File: src/rtl/evt_mode_select.sv
module evt_mode_select #(
  parameter int EVT_W   = 16,
  parameter int REV_W   = 8,
  parameter int FN_W    = 8,
  parameter int ARG_W   = 32,
  parameter int ACC_REV = 1,
  parameter int ACC_FN  = 1,
  parameter int ACC_ARG = 1
) (
  input  logic             clk,
  input  logic             rst_n,
  input  logic             boot_stb,
  input  logic             req_vld,
  input  logic [REV_W-1:0] req_rev,
  input  logic [FN_W-1:0]  req_fn,
  input  logic [ARG_W-1:0] req_arg,
  output logic             req_ack,
  output logic             req_err,
  input  logic [EVT_W-1:0] evt_in,
  output logic [EVT_W-1:0] legacy_evt,
  output logic [EVT_W-1:0] gpio_irq,
  output logic             mode_exposed,
  output logic             next_exposed
);

  localparam logic [REV_W-1:0] REV_OK = REV_W'(ACC_REV);
  localparam logic [FN_W-1:0]  FN_OK  = FN_W'(ACC_FN);
  localparam logic [ARG_W-1:0] ARG_OK = ARG_W'(ACC_ARG);

  logic fields_ok, accept;
  logic mode_q, seen_q;

  assign fields_ok = (req_rev == REV_OK) && (req_fn == FN_OK) && (req_arg == ARG_OK);
  assign accept    = req_vld && fields_ok;

  always_ff @(posedge clk or negedge rst_n) begin
    if (!rst_n) begin
      mode_q  <= 1'b0;
      seen_q  <= 1'b0;
      req_ack <= 1'b0;
      req_err <= 1'b0;
    end else begin
      req_ack <= accept;
      req_err <= req_vld && !fields_ok;
      if (boot_stb) begin
        mode_q <= seen_q;
        seen_q <= accept;
      end else if (accept) begin
        seen_q <= 1'b1;
      end
    end
  end

  assign mode_exposed = mode_q;
  assign next_exposed = seen_q;
  assign legacy_evt   = mode_q ? '0 : evt_in;
  assign gpio_irq     = mode_q ? evt_in : '0;

  // accepted request outside a strobe is acknowledged and sets the pending mode
  a_r2_accept_sets_next: assert property (@(posedge clk) disable iff (!rst_n)
    (req_vld && !boot_stb && req_rev == REV_OK && req_fn == FN_OK && req_arg == ARG_OK)
      |=> (req_ack && next_exposed && $stable(mode_exposed)));

  // strobe hands the pending choice to the active mode
  a_r3_boot_loads_mode: assert property (@(posedge clk) disable iff (!rst_n)
    boot_stb |=> (mode_exposed == $past(next_exposed)));

  // no mode change inside a boot
  a_r4_mode_held: assert property (@(posedge clk) disable iff (!rst_n)
    !boot_stb |=> $stable(mode_exposed));

  // mismatched request flagged, pending mode untouched
  a_r5_reject: assert property (@(posedge clk) disable iff (!rst_n)
    (req_vld && !boot_stb && !(req_rev == REV_OK && req_fn == FN_OK && req_arg == ARG_OK))
      |=> (req_err && !req_ack && $stable(next_exposed)));

  // an event line never appears on both paths
  always_comb begin
    a_r7_paths_exclusive: assert ((legacy_evt & gpio_irq) == '0);
  end

endmodule

File: config.mk
export PLATFORM = sky130hd
export DESIGN_NAME = evt_mode_select
export DESIGN_NICKNAME = d
export VERILOG_FILES = /design/src/rtl/evt_mode_select.sv
export SDC_FILE = /design/constraint.sdc
export NUM_CORES = 1
export LEC_CHECK = 0
export ABC_AREA = 1
export BUFFER_PORTS_ARGS = -buffer_cell sky130_fd_sc_hd__buf_2
export CORE_UTILIZATION = 29
export CTS_BUF_LIST = sky130_fd_sc_hd__clkbuf_4 sky130_fd_sc_hd__clkbuf_8
export DETAILED_ROUTE_END_ITERATION = 7
export GPL_TIMING_DRIVEN = 0
export PLACE_DENSITY = 0.84
export SKIP_LAST_GASP = 1
export SYNTH_ARGS = -nofsm -noshare
export SYNTH_HDL_FRONTEND = slang
export SYNTH_SLANG_ARGS = --single-unit
File: constraint.sdc
create_clock -name clk -period 2.5 [get_ports clk]
set_clock_uncertainty 0.15 [all_clocks]
set_input_delay 0.5 -clock clk [delete_from_list [all_inputs] [get_ports clk]]
set_output_delay 0.5 -clock clk [all_outputs]
set_load 0.01 [all_outputs]
### Word-level counts from Yosys, hierarchy flattened

Index checks and enable logic that the tools add are counted.

| storage, ports and cells | value |
|---|---|
| register bits | 4 |
| logic and storage cells | 17 |
| output and inout bits | 36 |
| bits of input ports | 68 |

| cells by class | value |
|---|---|
| reduce and logical (&&, ||, !) cells | 6 |
| mux-type cells | 4 |
| equal/unequal tests | 3 |

Operator list:

| cell | number |
|---|---|
| 32-bit by 1-bit equality test with 1-bit output (second input constant) | 1 |
| 16-bit 2-to-1 mux | 2 |
| 8-bit by 1-bit equality test with 1-bit output (second input constant) | 2 |
| 1-bit logical AND | 4 |
| 1-bit 2-to-1 mux | 2 |
| 2-bit nonzero test | 1 |
| 1-bit logical NOT | 1 |

### Depth between registers and ports, before layout

| depth | value |
|---|---|
| depth in word-level cells | 6 |
| depth in mapped cells | 8 |
| depth with buffers taken out | 8 |

### Worst setup path after synthesis

Ideal clock, no wire load.

| timing | value |
|---|---|
| path kind | reg2out |
| start point | reg mode_q (netlist: mode_exposed) |
| end point | out legacy_evt[10] |
| slack | 0.963 ns |
| path buffers | 2 |
| data arrival time | 0.887 ns |
| data required time | 1.850 ns |
| cell stages (with the launch flop) | 4 |
| cells stage by stage | dfrtp_1 -> buf_2 -> buf_2 -> nor2_1 |

| on the way | value |
|---|---|
| word-level cells in the longest chain between the ends | 1 |

Ends and longest elaborated chain:

| item | line | RTL |
|---|---|---|
| start: declaration | 31 | `logic mode_q, seen_q;` |
| start signal: assignment | 46 | `mode_q <= seen_q;` |
| 16-bit 2-to-1 mux | 56 | `assign legacy_evt = mode_q ? '0 : evt_in;` |
| end: declaration | 20 | `output logic [EVT_W-1:0] legacy_evt,` |

No other way between the ends.

### Worst setup path in the final report

| timing | value |
|---|---|
| start point | reg mode_q (netlist: mode_exposed) |
| end point | out legacy_evt[9] |

Same word-level chain as after synthesis.

==> summary by stage <==
Worst setup path
The type of destination of the critical path is a primary output. The cell count of the worst reg-to-reg path is 3. The worst register-to-register path ends at mode_exposed. The largest driver fanout on the critical path is 10. Data on the critical path is required at its endpoint by 1.85 ns. The signal on the critical path passes through buf_2 -> buf_2 -> nor2_1 -> buf_2. The dominant cell type by count on the critical path is buf_2.

The arrival time at the worst endpoint is 1.18 ns. Setup slack on the worst reg-to-reg path comes out at 1.63 ns. The delay of the slowest cell on the worst path is 0.36 ns.

The worst setup path is launched from a register. The critical setup path kind is register to primary output. The cell type of the slowest stage on the worst timing path is dfrtp_1. The startpoint identified for the worst register-to-register timing path is mode_exposed.

Clock tree
The clock-pin slew on the worst setup and hold paths is 0.04 ns. The cell at the root of the clock tree is clkbuf_4. The number of gates resized after CTS was 0.

The maximum buffer depth of the clock tree is 2. The number of sinks handled by clock tree synthesis is 4. The deepest level of the CTS H-tree is 1. The post-CTS setup buffer count is 0. The number of hold buffers added after CTS was 1. The clock reaches the later pin of the worst-skew pair after 0.23 ns.

The total CTS buffers is 3. TritonCTS built the clock tree.

Cells and area
The area growth from synthesis to layout is 99.6%. Of the cells placed in the final design, the portion with a size suffix greater than 1 is 47.9%. In the final design database the tool counted 304 nets.

The core occupancy in the finished layout is 64.4%. The count of antenna diodes in the layout is 0. The number of filler cells placed in the layout is 192.

Placed design
The count of buffers from port buffering is 103. The HPWL after detailed placement is 1.71 mm. The final RePlAce weighted congestion is 0.675.

Routing
The final layout contains routed wiring with a total length of 1.88 mm. The per-cell via count in the routed design is 3.93. The count of unresolved DRC violations after routing is 0. The total number of vias is 1018. Once detail routing completed, the nets flagged for antenna violations numbered 0.

The per-cell routed wire length is 7.27 um. For this block, the initial DRC count from the detailed router was 10. The first detailed-routing pass took 4 iterations.

Logic synthesis
For this run, the leading register cell type out of synthesis is dfrtp_1. The synthesized area per cell is 4.58 um2. The most area-hungry cell type in the Yosys netlist is nor2_1.

In the synthesized netlist, the cells that appear most often are nor2_1 (45), inv_1 (38), nand2_1 (31). The most common cell in the netlist is nor2_1. Ranked by total cell area, the synthesized netlist is headed by nor2_1 (29%), inv_1 (25%), nand2_1 (20%). The post-synthesis cell count is 127. The sequential element share of the synthesized area is 17.2%.

The share of the synthesized area in the top cell type is 29.0%. For this run, the number of Yosys warnings is 0. Of all flip-flops after synthesis, the portion carrying an async set or reset was 100%.

Counting flops with a built-in enable in the synthesized netlist gives 0. The unique cell type count in the Yosys netlist is 9. After synthesis the cells add up to 582 um2.

The count of state elements after synthesis is 4. The number of nets handed over by synthesis was 195.

Timing
After layout, the worst path uses 73.0% of the clock period. Setup repair after global routing left no endpoint under its margin. The transition time of the tightest slew-check pin is 0.190 ns.

For this run, the top clock speed supported by timing is 548 MHz. Measured against its own limit, the worst slew margin works out to 87.3%. The shortest period the worst path allows is 1.83 ns. The hold violation count in the final report is 0.

Across all hold checks on the routed design, the worst slack comes to 0.336 ns. The final-report max-slew violation count came to 0. The final setup violation count is 0. Summed over all failing endpoints, the final setup total negative slack is 0 ns.

Global routing
Summed over all layers, the global routing overflow is 0. The number of antenna violations at the first check in global routing is 0. The maximum number of pins on one net before global-route repair is 11. The number of global-route vias before repair is 760.

The overall global routing resource usage is 16.6%. The first global-routing pass estimated 2.64 mm of wire.

Floorplan
The standard cell core area is 1800 um2. The boundary pin count is 104. The die covers 2190 um2. Row generation in the floorplan step produced 15 rows. The effective utilization at floorplan is 32.3%. From bottom edge to top edge, the die measures 46.8 um.

The horizontal die dimension is 46.8 um.

Worst hold path
The startpoint of the worst hold path is boot_stb. The worst-case hold path end point is mode_exposed. In this run the worst hold path is classified as primary input to register. Counting instances, the worst hold path has a depth of 3.

Job
Max-cap violations in this run came to 0.

Run status
The flow ran to the end, and the final reports show no timing, DRC or antenna violations.

Power
The static power due to leakage is 0.935 nW. The largest vdd supply drop is 0.172 mV. For this design the ratio of total power to cell area is 212 nW/um2.
## state kept, by name (all words and copies together), names as in the netlist
name / flops
mode_exposed: 1
next_exposed: 1
req_ack: 1
req_err: 1
## cell families after synthesis
logic type | synth area share [%]
compound gates | 0.859
buf+inv | 28.0
simple gates | 54.0
flops | 17.2
## final cells by class
type	instances	area [um2]	area share, %
clock buffer	3	22.5	1.94
timing repair buffer	104	526	45.3
buffer	4	20.0	1.72
inverter	38	143	12.3
sequential	4	100	8.62
tap	25	31.3	2.69
multi-input combinational	81	319	27.5
## layer usage
layer	wire length (um)	part of all wire (%)	track usage, %	up-vias
li1	-	-	-	561
met3	225	12	1.92	2
met4	12	0.64	6.86	0
met1	646	34	12.6	390
met2	997	53	38.3	65
met5	0	0	0	-
## how the worst max path moves through the flow
stage	startpoint	to	cells after the start
detailed placement	mode_exposed	legacy_evt[9]	4
floorplan	mode_exposed	legacy_evt[10]	3
finish	mode_exposed	legacy_evt[9]	4
global route	mode_exposed	legacy_evt[15]	4
CTS	mode_exposed	legacy_evt[9]	4
global placement	mode_exposed	legacy_evt[4]	4
## where the power goes
group | internal (mW) | total [mW] | switching (mW) | leakage, nW
clock network | 0.0537 | 0.0794 | 0.0258 | 0.0138
logic | 0.0569 | 0.100 | 0.0432 | 0.868
registers | 0.0659 | 0.0660 | 0.000127 | 0.0536
## per-stage QoR
stage	total power, mW	cells	area [um2]	setup WS, ns
after floorplan	0.0972	127	582	0.963
after global placement	0.165	255	1130	0.921
after detailed placement	0.167	255	1130	0.906
after CTS	0.250	259	1160	0.647
after global routing	0.269	259	1160	0.574
final	0.246	259	1160	0.675
## worst max-delay path, delay by kind of cell (launching register included)
kind / cells / cell delay [ns]
buffers and inverters: 3 / 0.47
DFF: 1 / 0.36
and+or+nand+nor: 1 / 0.12
## layout by cell type, fill, tap and decap left out, drive strengths merged
cell type | synthesis | routed
dlygate4sd3 | 0 | 1
nand4 | 2 | 2
clkbuf | 0 | 3
buf | 4 | 107
a21oi | 1 | 1
nand2 | 31 | 31
nor2 | 46 | 46
inv | 38 | 38
nand3 | 1 | 1
dfrtp | 4 | 4
(Power assumes the default switching activity.)
